==> config.mk <==
export PLATFORM = sky130hd
export DESIGN_NAME = burst_addr_seq
export DESIGN_NICKNAME = d
export VERILOG_FILES = /design/src/rtl/bseq_pkg.sv /design/src/rtl/bseq_load_ctrl.sv /design/src/rtl/bseq_order_map.sv /design/src/rtl/burst_addr_seq.sv
export SDC_FILE = /design/constraint.sdc
export NUM_CORES = 1
export LEC_CHECK = 0
export BUFFER_PORTS_ARGS = -buffer_cell sky130_fd_sc_hd__buf_2
export CAP_MARGIN = 40
export CORE_ASPECT_RATIO = 1.1
export CORE_MARGIN = 3
export CORE_UTILIZATION = 38
export CTS_CLUSTER_SIZE = 24
export DETAILED_ROUTE_END_ITERATION = 16
export PLACE_DENSITY = 0.73
export SYNTH_ARGS = -nofsm -noshare
export SYNTH_HDL_FRONTEND = slang
export SYNTH_SLANG_ARGS = --single-unit
==> constraint.sdc <==
create_clock -name clk_i -period 0.9 [get_ports clk_i]
set_clock_uncertainty 0.1 [all_clocks]
set_input_delay 0.135 -clock clk_i [delete_from_list [all_inputs] [get_ports clk_i]]
set_output_delay 0.135 -clock clk_i [all_outputs]
set_load 0.1 [all_outputs]
==> src/rtl/bseq_pkg.sv <==
package bseq_pkg;
    typedef enum logic {
        ORD_LINEAR     = 1'b0,
        ORD_INTERLEAVE = 1'b1
    } order_e;
endpackage

==> src/rtl/bseq_load_ctrl.sv <==
// Decides load / step / wait and forms the next beat index.
module bseq_load_ctrl #(
    parameter int BURST_BITS = 2
) (
    input  logic                  bank_en_ni,
    input  logic                  proc_strb_ni,
    input  logic                  ctrl_strb_ni,
    input  logic                  adv_ni,
    input  logic [BURST_BITS-1:0] beat_q,
    output logic                  load_o,
    output logic [BURST_BITS-1:0] beat_d
);
    logic proc_take;

    always_comb begin
        proc_take = !proc_strb_ni && !bank_en_ni;
        load_o    = proc_take || !ctrl_strb_ni;
        if (load_o) begin
            beat_d = '0;
        end else if (!adv_ni) begin
            beat_d = beat_q + 1'b1;
        end else begin
            beat_d = beat_q;
        end
    end
endmodule

==> src/rtl/bseq_order_map.sv <==
// Maps start bits and beat index to the low address bits.
module bseq_order_map
    import bseq_pkg::*;
#(
    parameter int BURST_BITS = 2
) (
    input  order_e                order_i,
    input  logic [BURST_BITS-1:0] start_i,
    input  logic [BURST_BITS-1:0] beat_i,
    output logic [BURST_BITS-1:0] low_o
);
    logic [BURST_BITS-1:0] lin_low;
    logic [BURST_BITS-1:0] ilv_low;

    for (genvar b = 0; b < BURST_BITS; b++) begin : g_ilv
        assign ilv_low[b] = start_i[b] ^ beat_i[b];
    end

    always_comb begin
        lin_low = start_i + beat_i;
        low_o   = (order_i == ORD_INTERLEAVE) ? ilv_low : lin_low;
    end
endmodule

==> src/rtl/burst_addr_seq.sv <==
module burst_addr_seq
    import bseq_pkg::*;
#(
    parameter int ADDR_W     = 17,
    parameter int BURST_BITS = 2
) (
    input  logic                  clk_i,
    input  logic                  rst_ni,
    input  logic                  bank_en_ni,
    input  logic                  proc_strb_ni,
    input  logic                  ctrl_strb_ni,
    input  logic                  adv_ni,
    input  logic                  order_sel_i,
    input  logic [ADDR_W-1:0]     ext_addr_i,
    output logic [ADDR_W-1:0]     addr_o,
    output logic [BURST_BITS-1:0] beat_o
);
    localparam int HI_W = ADDR_W - BURST_BITS;

    typedef struct packed {
        logic [ADDR_W-1:0]     base;
        logic [BURST_BITS-1:0] beat;
        order_e                order;
    } seq_state_t;

    seq_state_t            seq_d, seq_q;
    logic                  load;
    logic [BURST_BITS-1:0] beat_next;
    logic [BURST_BITS-1:0] low_bits;

    bseq_load_ctrl #(.BURST_BITS(BURST_BITS)) i_ctrl (
        .bank_en_ni  (bank_en_ni),
        .proc_strb_ni(proc_strb_ni),
        .ctrl_strb_ni(ctrl_strb_ni),
        .adv_ni      (adv_ni),
        .beat_q      (seq_q.beat),
        .load_o      (load),
        .beat_d      (beat_next)
    );

    bseq_order_map #(.BURST_BITS(BURST_BITS)) i_map (
        .order_i(seq_q.order),
        .start_i(seq_q.base[BURST_BITS-1:0]),
        .beat_i (seq_q.beat),
        .low_o  (low_bits)
    );

    always_comb begin
        seq_d = seq_q;
        if (!rst_ni) begin
            seq_d.base  = '0;
            seq_d.beat  = '0;
            seq_d.order = order_e'(order_sel_i);
        end else begin
            seq_d.beat = beat_next;
            if (load) begin
                seq_d.base = ext_addr_i;
            end
        end
    end

    always_ff @(posedge clk_i) begin
        seq_q <= seq_d;
    end

    assign addr_o = {seq_q.base[ADDR_W-1 -: HI_W], low_bits};
    assign beat_o = seq_q.beat;
endmodule

# After elaboration in Yosys (flattened, before gate mapping)
# Cells that the tools add are included.
word_totals:
  ff_bits: 20
  word_cells: 15
classes:
  addsub: 2
  mux: 1
  bitwise_logic: 3
  reduce_logical: 6
ops:
  columns: ["cell", "n"]
  rows:
  - ["$logic_not A1 Y1", 3]
  - ["$add A2 B1 Y2 const B", 1]
  - ["$add A2 B2 Y2", 1]
  - ["$mux W2", 1]
  - ["$reduce_or A2 Y1", 1]
  - ["$xor A1 B1 Y1", 2]
  - ["$logic_and A1 B1 Y1", 1]
  - ["$logic_or A1 B1 Y1", 1]
  - ["$not A1 Y1", 1]

# Logic depth before layout (Yosys ltp)
# Gate-level depths: netlist (run 1).
depth:
  depth_word: 4
  ltp_mapped: 4
  ltp_nobuf: 3

# By module
# From an unflattened synthesis (run 1), not the netlist that was laid out.
hier_totals:
  hier_cells: 87
  hier_area_um2: 905.9
modules_own_cells:
  columns: ["module", "n_inst", "cells_per_inst", "area_each_um2", "seq_area_each_um2"]
  rows:
  - ["burst_addr_seq", 1, 77, 824.5, 410.4]
  - ["bseq_load_ctrl", 1, 6, 45.0, 0.0]
  - ["bseq_order_map", 1, 4, 36.3, 0.0]

# Worst setup path after synthesis (run 1)
# Ideal clock, no wire load.
synth_path:
  path_type: "flip-flop to output port"
  start: "register seq_q, in the netlist beat_o[1]"
  end: "output port addr_o[1]"
  t_arrival_ns: 2.783
  t_required_ns: 0.665
  slack_ns: -2.118
  stages_incl_launch_ff: 3
  cell_sequence: "dfxtp_1 -> xnor2_1 -> xnor2_1"
synth_between:
  elab_chain_len: 2
  word_cells_on_any_way: 3
  cone_classes: "add/sub (1); mux (1); bitwise (1)"
synth_rtl:
  columns: ["item", "line", "text"]
  rows:
  - ["start, declared", "burst_addr_seq.sv:26", "seq_state_t seq_d, seq_q;"]
  - ["start signal, assigned", "burst_addr_seq.sv:63", "seq_q <= seq_d;"]
  - ["$add A2 B2 Y2 / $xor A1 B1 Y1 (equally long branches)", "bseq_order_map.sv:20, bseq_order_map.sv:16", null]
  - ["$mux W2 (*)", "bseq_order_map.sv:21", "low_o = (order_i == ORD_INTERLEAVE) ? ilv_low : lin_low;"]
  - ["end, declared", "burst_addr_seq.sv:15", "output logic [ADDR_W-1:0] addr_o,"]
# Every way passes the cells marked *; elsewhere a longest branch is shown, timed or not.

# Worst setup path after layout (run 1)
layout_path:
  start: "register seq_q, in the netlist beat_o[0]"
  end: "output port addr_o[1]"
layout_between:
  elab_chain_len: 2
layout_rtl:
  columns: ["item", "line", "text"]
  rows:
  - ["$add A2 B2 Y2", "bseq_order_map.sv:20", "lin_low = start_i + beat_i;"]
  - ["$mux W2", "bseq_order_map.sv:21", null]
# Every way passes these cells.

==> results of run 1 <==
flip-flops by register name, indices dropped and copies added (netlist names):
signal / cells
seq_q: 3
beat_o: 2
addr_o: 15
layout by cell type (no fill, tap or decap):
cell and count:
nor2b_4 2, o21ai_4 1, dlygate4sd3_1 18, buf_6 2
clkbuf_4 3, buf_2 23, buf_12 21, dfxtp_2 1
edfxtp_1 1, o21ai_0 13, nor2_1 1, nand3_1 17
or2_1 1, dfxtp_1 1, nor2b_2 1, nor3_2 1
buf_4 5, xnor2_2 2, nand2_1 17, clkinv_1 1
o21ai_1 4, inv_2 1, xnor2_4 1, ha_4 1
dfxtp_4 17
logic make-up (layout without fill, tap and decap cells):
family                     after synthesis  in the layout  synth area share
DFF                                     20             20             0.523
and+or+nand+nor                         40             40             0.239
buffers and inverters                    8             74            0.0590
AOI/OAI and AO/OA                       18             18             0.129
xor gates and xnor gates                 3              3            0.0335
adders and majority gates                1              1            0.0159
how the worst min path moves through the flow:
stage / startpoint / end / slack, ps / cells after the start
floorplan: order_sel_i / seq_q[0] / 130 / 0
global placement: order_sel_i / seq_q[0] / 230 / 1
detailed placement: order_sel_i / seq_q[0] / 230 / 1
CTS: rst_ni / seq_q[0] / 5 / 2
global route: rst_ni / seq_q[0] / 30 / 2
finish: rst_ni / seq_q[0] / 30 / 2
per-layer routing:
metal / vias to the layer above / global-route usage / part of all wire
li1: 437 / - / -
met2: 38 / 0.424 / 0.52
met4: 0 / 0.104 / 0.022
met1: 395 / 0.249 / 0.40
met3: 7 / 0.0582 / 0.061
met5: - / 0 / 0
area by class of cell:
type	count	share of cell area
Clock buffer	3	0.0132
Clock inverter	1	0.00220
Inverter	1	0.00220
Multi-Input combinational cell	62	0.229
Sequential cell	20	0.279
Tap cell	27	0.0198
Timing Repair Buffer	69	0.455
where the power goes:
group          total [mW]  switching (mW)  internal [mW]
sequential          0.993          0.0591          0.934
clock               0.430           0.268          0.162
combinational       0.964           0.574          0.390
timing repair:
item / 4_1_cts / 5_1_grt
setup endpoints to repair: 21 / 25
setup buffers: 1 / 1
hold buffers: 18 / 0
pin swaps: 3 / 4
endpoints found under the hold margin: 18 / 0
resized for setup: 5 / 6
gates cloned: 0 / 0
per-stage QoR:
stage | instances | utilization
6_report | 183 | 0.917
5_1_grt | 183 | 0.917
4_1_cts | 182 | 0.909
3_5_place_dp | 159 | 0.781
3_3_place_gp | 159 | 0.781
2_1_floorplan | 90 | -
==> run_results.csv, run 1 <==
group,metric,value,unit
power,p_leak,0.688,nW
power,p_total,2.39,mW
synthesis,yosys-top-cells-area,"dfxtp_1 48%, nand3_1 11%, o21ai_0 11%",
placement,numPortBuffers,42,
synthesis,synth.most_common_cell,"dfxtp_1",
global_routing,grt_pass1_vias,933,
floorplanning,core_area,1860,µm²
critical_path,crit_path_end_kind,"output pin",
timing,fin_setup_tns,-4740,ps
layout,fill_cells,76,
global_routing,grt_pass1_wl,4400,µm
timing,relSlewSlack,0.824,
critical_path,arrival,1310,ps
timing,worst_slack,-645,ps
clock_tree,cts_max_level,1,
synthesis,ys_types,15,
critical_path,crit_type,"reg -> out",
critical_path,cp.required,660,ps
layout,final_nets,182,
critical_path,cp_max_fo,2,
floorplanning,dieArea,2650,µm²
global_routing,grt_max_degree,19,
timing,hold_violations,0,
clock_tree,numCtsBuffers,3,
drt,ant_nets,0,
floorplanning,die_width,49.3,µm
timing,worst_pin_slew,263,ps
synthesis,synth_top_area_frac,0.485,
drt,vias,877,
timing,min_period_over_period,1.72,
floorplanning,start_util,0.421,
synthesis,syn-cell-area,785,µm²
timing,fmax,647,MHz
drt,detail_route.vias_per_cell,4.79,
clock_tree,clockRootBuffer,"clkbuf_4",
placement,post-dp-hpwl,1560,µm
layout,syn2layout_area_growth,118,%
critical_path,crit_path_top_delay_cell,"dfxtp_4",
critical_path,cp_num_buf_inv,1,
floorplanning,rows,16,
timing,rsz0062_at_grt,"yes",
floorplanning,io_pins,43,
critical_path,cp-startpoint,"beat_o[0]",
timing,fin_crit,1540,ps
floorplanning,die_h,53.7,µm
critical_path,crit-reg2reg-launch,"beat_o[0]",
critical_path,start_kind,"flop",
timing,hold_ws,33.4,ps
synthesis,syn_avg_cell_area,8.72,µm²
timing,finalSetupViolCount,21,
drt,wire_per_inst,15.1,µm
synthesis,ys_ff_latch,20,
critical_path,cp.depth,4,
layout,multi_input_area,392,µm²
clock_tree,clock-sinks,20,
layout,final_area,1710,µm²
placement,dpl_cell_area,1450,µm²
critical_path,critPathCapture,"addr_o[1]",
global_routing,gr-total-overflow,0,
synthesis,ys_async_sr_fraction,0,
synthesis,ys_warn_count,0,
drt,initialDrtViolationCount,12,
critical_path,reg2regPathDepth,5,
global_routing,grtUsageTotal,0.229,
layout,num_antenna_cells,0,
power,p_per_area,1400,nW/µm²
synthesis,ys.flop_type,"dfxtp_1",
synthesis,synth_edf_count,1,
layout,seq_area,475,µm²
placement,pre_cts_ws,-398,ps
drt,routed_wl,2770,µm
synthesis,synthTopCellsByCount,"19 x dfxtp_1, 17 x nand2_1, 17 x nand3_1, 17 x o21ai_0, 4 x buf_2",
synthesis,synth_seq_area_share,0.523,
global_routing,antenna_found_initial,0,
critical_path,rr_endpoint,"beat_o[1]",
synthesis,synthesis.nets,115,
run_status,violations,"setup timing",
drt,dr.pass1.iters,4,
clock_tree,clk_path_buf_depth,2,
clock_tree,cts_tree,"done",
layout,drive_above_1_share,0.526,
run,drv_cap,0,
placement,gp_congestion,0.726,
critical_path,max_stage_delay,360,ps
hold_path,hold_path.class,"in -> reg",
run_status,outcome,"complete, but fails checks",
synthesis,yosys.area.top_type,"dfxtp_1",
critical_path,ff2ff_setup_slack,-210,ps
critical_path,cp_cell_sequence,"ha_4, nor2b_4, xnor2_4, buf_12",
drt,drcViolationCount,0,
synthesis,syn_inst,90,
clock_tree,clk_pin_slew,100,ps
critical_path,crit_family,"flip-flops",
power,peakVddDrop,1040,µV
clock_tree,clk_latency,290,ps
timing,slew_violations,0,
(Power assumes the default switching activity.)
==> run 2, diff against run 1 <==
Settings changed: CORE_UTILIZATION 38 to 42, PLACE_DENSITY 0.73 to 0.76.
Clock period 0.9 ns to 1.5 ns, I/O delays scaled along.
==> run 2 against run 1 <==
The flow still finishes with violations (setup timing). First-iteration DRC count decreased by 75%. Clock-buffer cell count increased by 1. Power decreased by 42%. Die area decreased by 8.4%. Via count decreased by 16%. Worst setup slack improved by 520 ps. Critical path depth unchanged. Hold slack improved by 5.2 ps. Design area decreased by 31%. Sequential share of layout area increased by 7.9 points. Utilization decreased by 21 points.
==> run_results.csv, run 2 (same netlist as run 1, synthesis figures left out) <==
group,metric,value,unit
floorplanning,die_width,47.2,µm
layout,largest_reg_flops,15,
critical_path,cp-startpoint,"beat_o[0]",
global_routing,grt_max_degree,29,
layout,final_common_cell,"buf_2",
layout,final_area,1170,µm²
clock_tree,clockRootBuffer,"clkbuf_4",
floorplanning,start_util,0.470,
critical_path,cp_max_fo,2,
clock_tree,numCtsBuffers,3,
critical_path,crit_type,"reg -> out",
critical_path,cp_num_buf_inv,1,
critical_path,start_kind,"flop",
global_routing,antenna_found_initial,0,
layout,num_antenna_cells,0,
global_routing,grt_use_met2,0.274,
run_status,violations,"setup timing",
placement,place_inst,145,
layout,seq_area,419,µm²
drt,ant_nets,0,
critical_path,cp_cell_sequence,"ha_4, nor2b_4, xnor2_4, buf_12",
global_routing,use_met3,0.0458,
global_routing,gr-total-overflow,0,
timing,slew_violations,0,
placement,numPortBuffers,42,
layout,post-route-util,0.702,
critical_path,cp.required,1170,ps
global_routing,grtUsageMet1,0.186,
layout,multi_input_area,385,µm²
critical_path,max_stage_delay,370,ps
drt,routed_wl,1690,µm
drt,dr.pass1.iters,3,
global_routing,grt_pass1_wl,2820,µm
floorplanning,io_pins,43,
timing,min_period_over_period,1.08,
clock_tree,clock-sinks,20,
drt,detail_route.vias_per_cell,4.89,
global_routing,grt_pass1_vias,679,
layout,mostFrequentLayoutCells,"39 x buf_2, 17 x nand2_1, 17 x nand3_1, 17 x o21ai_0, 16 x dfxtp_1",
critical_path,crit-reg2reg-launch,"beat_o[0]",
clock_tree,clk_latency,290,ps
floorplanning,die_h,51.3,µm
clock_tree,clk_path_buf_depth,2,
layout,drive_above_1_share,0.448,
hold_path,hp-start,"ext_addr_i[1]",
layout,syn2layout_area_growth,49.4,%
timing,fin_crit,1620,ps
layout,final_nets,160,
floorplanning,rows,15,
hold_path,hold_path.class,"in -> reg",
timing,worst_slack,-122,ps
placement,post-dp-hpwl,1280,µm
critical_path,crit_path_end_kind,"output pin",
placement,gp_congestion,0.743,
run,drv_cap,0,
floorplanning,dieArea,2420,µm²
global_routing,grtUsageTotal,0.159,
timing,rsz0062_at_grt,"yes",
timing,worst_pin_slew,491,ps
layout,final_cell_count_no_fill,151,
global_routing,grt-busiest-layer,"met2",
critical_path,arrival,1300,ps
floorplanning,core_area,1670,µm²
drt,initialDrtViolationCount,3,
power,p_leak,0.525,nW
placement,dpl_cell_area,1080,µm²
timing,relSlewSlack,0.675,
run_status,outcome,"complete, but fails checks",
timing,finalSetupViolCount,1,
clock_tree,cts_tree,"done",
power,p_per_area,1180,nW/µm²
drt,vias,738,
clock_tree,clk_pin_slew,110,ps
clock_tree,cts_max_level,1,
timing,fmax,617,MHz
power,peakVddDrop,852,µV
critical_path,crit_family,"flip-flops",
critical_path,crit_path_top_delay_cell,"dfxtp_4",
drt,drcViolationCount,0,
timing,hold_violations,0,
drt,wire_per_inst,11.2,µm
layout,fill_cells,144,
## run 2: changes by cell type in the layout (fill, tap and decap cells not counted), moves of 2 or more
cell / delta
o21ai_0: +4
buf_6: -2
dlygate4sd3_1: -17
buf_12: -18
o21ai_1: -4
xnor2_2: -2
dfxtp_4: -15
nor2b_1: +2
buf_2: +16
dfxtp_1: +15
## run 2: metrics by stage
stage	TNS [ps]	setup WS, ps	total power [mW]	hold slack, ps
after floorplan	-179	-179	0.924	224
after global placement	0	144	1.01	309
after detailed placement	0	103	1.02	305
after CTS	-127	-127	1.39	30.7
after global routing	-171	-171	1.44	30.8
final	-122	-122	1.38	38.6
## run 2: area by class of cell
type	count	area share
clock buffer	4	0.0406
inverter	1	0.00320
multi-input combinational	62	0.329
sequential	20	0.358
tap	17	0.0181
timing repair buffer	47	0.252
## run 2: what timing repair did
item | in CTS | in global routing
hold buffers | 1 | 0
gates cloned | 0 | 0
setup endpoints to repair | 1 | 1
resized for setup | 4 | 0
endpoints found under the hold margin | 1 | 0
pin swaps | 2 | 0
setup buffers | 1 | 0
## run 2: layer usage
| metal | share of wire | up-vias |
|---|---|---|
| met5 | 0 | - |
| met4 | 0.0071 | 0 |
| met3 | 0.081 | 2 |
| met2 | 0.47 | 29 |
| met1 | 0.44 | 318 |
| li1 | - | 389 |
## run 2: worst paths after layout
check               to  slack (ps)  cells after the start
max          addr_o[1]        -120                      4
min           seq_q[4]          40                      3
max reg2reg  beat_o[1]         380                      4
min reg2reg  addr_o[3]         360                      2
## run 2: report_power, final
group	internal [mW]	total (mW)	switching, mW	leakage, nW
Combinational	0.107	0.426	0.320	0.330
Clock	0.203	0.364	0.161	0.0261
Sequential	0.568	0.588	0.0200	0.169
## run 2: worst register-to-register path: cells and delay by family, from the launching register on
family	cells	cell delay [ps]
AND/OR/NAND/NOR	2	290
flip-flops	1	370
XOR/XNOR	1	150
buffers and inverters	1	110
==> run 3, diff against run 2 <==
Settings changed: ABC_AREA set to 0, CORE_UTILIZATION 42 to 40, PLACE_DENSITY 0.76 to 0.73.
==> run 3 against run 2 <==
The flow still finishes with violations (setup timing). Hold slack worse by 8.8 ps. Register-to-register slack about the same. Flip-flop and latch count unchanged. Largest cell class unchanged.
==> run_results.csv, run 3 (same netlist as run 1, synthesis figures left out) <==
group,metric,value,unit
floorplanning,dieArea,2530,µm²
clock_tree,cts_tree,"done",
timing,rsz0062_at_grt,"yes",
layout,largest_reg_flops,15,
critical_path,crit_path_end_kind,"output pin",
drt,vias,760,
global_routing,grt_pass1_wl,2470,µm
clock_tree,clk_pin_slew,120,ps
power,p_comb_frac,0.308,
global_routing,grt_pass1_vias,595,
critical_path,cp.required,1170,ps
clock_tree,numCtsBuffers,3,
hold_path,hold_path.class,"in -> reg",
drt,drcViolationCount,0,
timing,worst_pin_slew,490,ps
global_routing,gr-total-overflow,0,
drt,met2WireLength,765,µm
drt,detail_route.vias_per_cell,4.69,
layout,final_area,1180,µm²
hold_path,hold_path_end,"addr_o[5]",
placement,dpl_cell_area,1090,µm²
run_status,outcome,"complete, but fails checks",
clock_tree,clk_path_buf_depth,2,
floorplanning,io_pins,43,
critical_path,rr_endpoint,"beat_o[1]",
clock_tree,clock-sinks,20,
layout,num_antenna_cells,0,
critical_path,arrival,1290,ps
global_routing,grtUsageTotal,0.138,
critical_path,cp_max_fo,2,
drt,ant_nets,0,
layout,post-route-util,0.648,
placement,place_inst,156,
run,drv_cap,0,
power,seqPwrFrac,0.427,
layout,mostFrequentLayoutCells,"39 x buf_2, 17 x nand2_1, 17 x nand3_1, 17 x o21ai_0, 16 x dfxtp_1",
global_routing,grt_max_degree,22,
timing,relSlewSlack,0.675,
layout,syn2layout_area_growth,50.4,%
placement,gp_congestion,0.661,
floorplanning,core_area,1820,µm²
drt,highest_layer,"met4",
timing,min_period_over_period,1.08,
layout,final_nets,161,
hold_path,hp-start,"ext_addr_i[5]",
power,p_leak,0.524,nW
floorplanning,start_util,0.431,
drt,dr.pass1.iters,3,
timing,hold_violations,0,
timing,finalSetupViolCount,1,
power,p_total,1.37,mW
power,netSwitchingPower,0.499,mW
drt,wire_per_inst,10.1,µm
power,intPower,0.875,mW
drt,met1_length,703,µm
layout,final_cell_count_no_fill,162,
clock_tree,clk_latency,290,ps
drt,initialDrtViolationCount,9,
timing,slew_violations,0,
clock_tree,cts_max_level,1,
power,peakVddDrop,740,µV
clock_tree,clockRootBuffer,"clkbuf_4",
layout,final_common_cell,"buf_2",
floorplanning,die_width,48.2,µm
timing,worst_slack,-113,ps
timing,fmax,620,MHz
timing,hold_ws,29.8,ps
critical_path,reg2regPathDepth,4,
power,p_sw_frac,0.363,
floorplanning,die_h,52.5,µm
critical_path,ff2ff_setup_slack,380,ps
power,p_per_area,1160,nW/µm²
critical_path,crit-reg2reg-launch,"beat_o[0]",
critical_path,start_kind,"flop",
placement,post-dp-hpwl,1260,µm
timing,fin_crit,1610,ps
run_status,violations,"setup timing",
hold_path,hold_depth,3,
floorplanning,rows,16,
global_routing,antenna_found_initial,0,
placement,numPortBuffers,42,
drt,routed_wl,1640,µm
critical_path,crit_type,"reg -> out",
power,clkPwrFrac,0.265,
layout,drive_above_1_share,0.452,
placement,pre_cts_ws,107,ps
drt,met3_length,129,µm
timing,fin_setup_tns,-113,ps
run 3: cell types whose count changed in the layout (fill, tap and decap cells not counted):
cell,before,now
buf_12,3,2
buf_4,4,6
run 3: layout make-up:
cell class                      instances  area (µm²)
Tap cell                               27        33.8
Sequential cell                        20         419
Inverter                                1        3.75
Clock buffer                            4        47.5
Fill cell                             157         642
Timing Repair Buffer                   48         290
Multi-Input combinational cell         62         385
run 3: worst max-delay path by stage:
| stage | endpoint | slack (ps) | startpoint |
|---|---|---|---|
| floorplan | addr_o[1] | -180 | beat_o[0] |
| global placement | addr_o[1] | 150 | beat_o[1] |
| detailed placement | addr_o[1] | 110 | beat_o[1] |
| CTS | addr_o[1] | -130 | beat_o[0] |
| global route | addr_o[1] | -180 | beat_o[0] |
| finish | addr_o[1] | -110 | beat_o[0] |
run 3: routing by layer:
metal | vias up | global-route usage
met4 | 0 | 0.0807
met3 | 4 | 0.0275
met5 | - | 0
li1 | 391 | -
met2 | 28 | 0.200
met1 | 337 | 0.182
run 3: worst max-delay path: stages, from the launching register on:
cell and delay [ps]:
dfxtp_4 370, ha_4 120, nor2b_4 180, xnor2_4 140
buf_12 190
run 3: power by group through the flow:
stage                     clock network [mW]  logic, mW  registers, mW
after CTS                              0.380      0.421          0.587
after global placement                     0      0.412          0.597
final                                  0.365      0.423          0.587
after floorplan                            0      0.122          0.802
after detailed placement                   0      0.416          0.598
after global routing                   0.400      0.444          0.591
run 3: timing repair:
action	CTS	global route
endpoints found under the setup margin	1	1
endpoints found under the hold margin	0	1
hold buffers	0	1
setup buffers	1	0
resized for setup	3	1
pin swaps	2	0
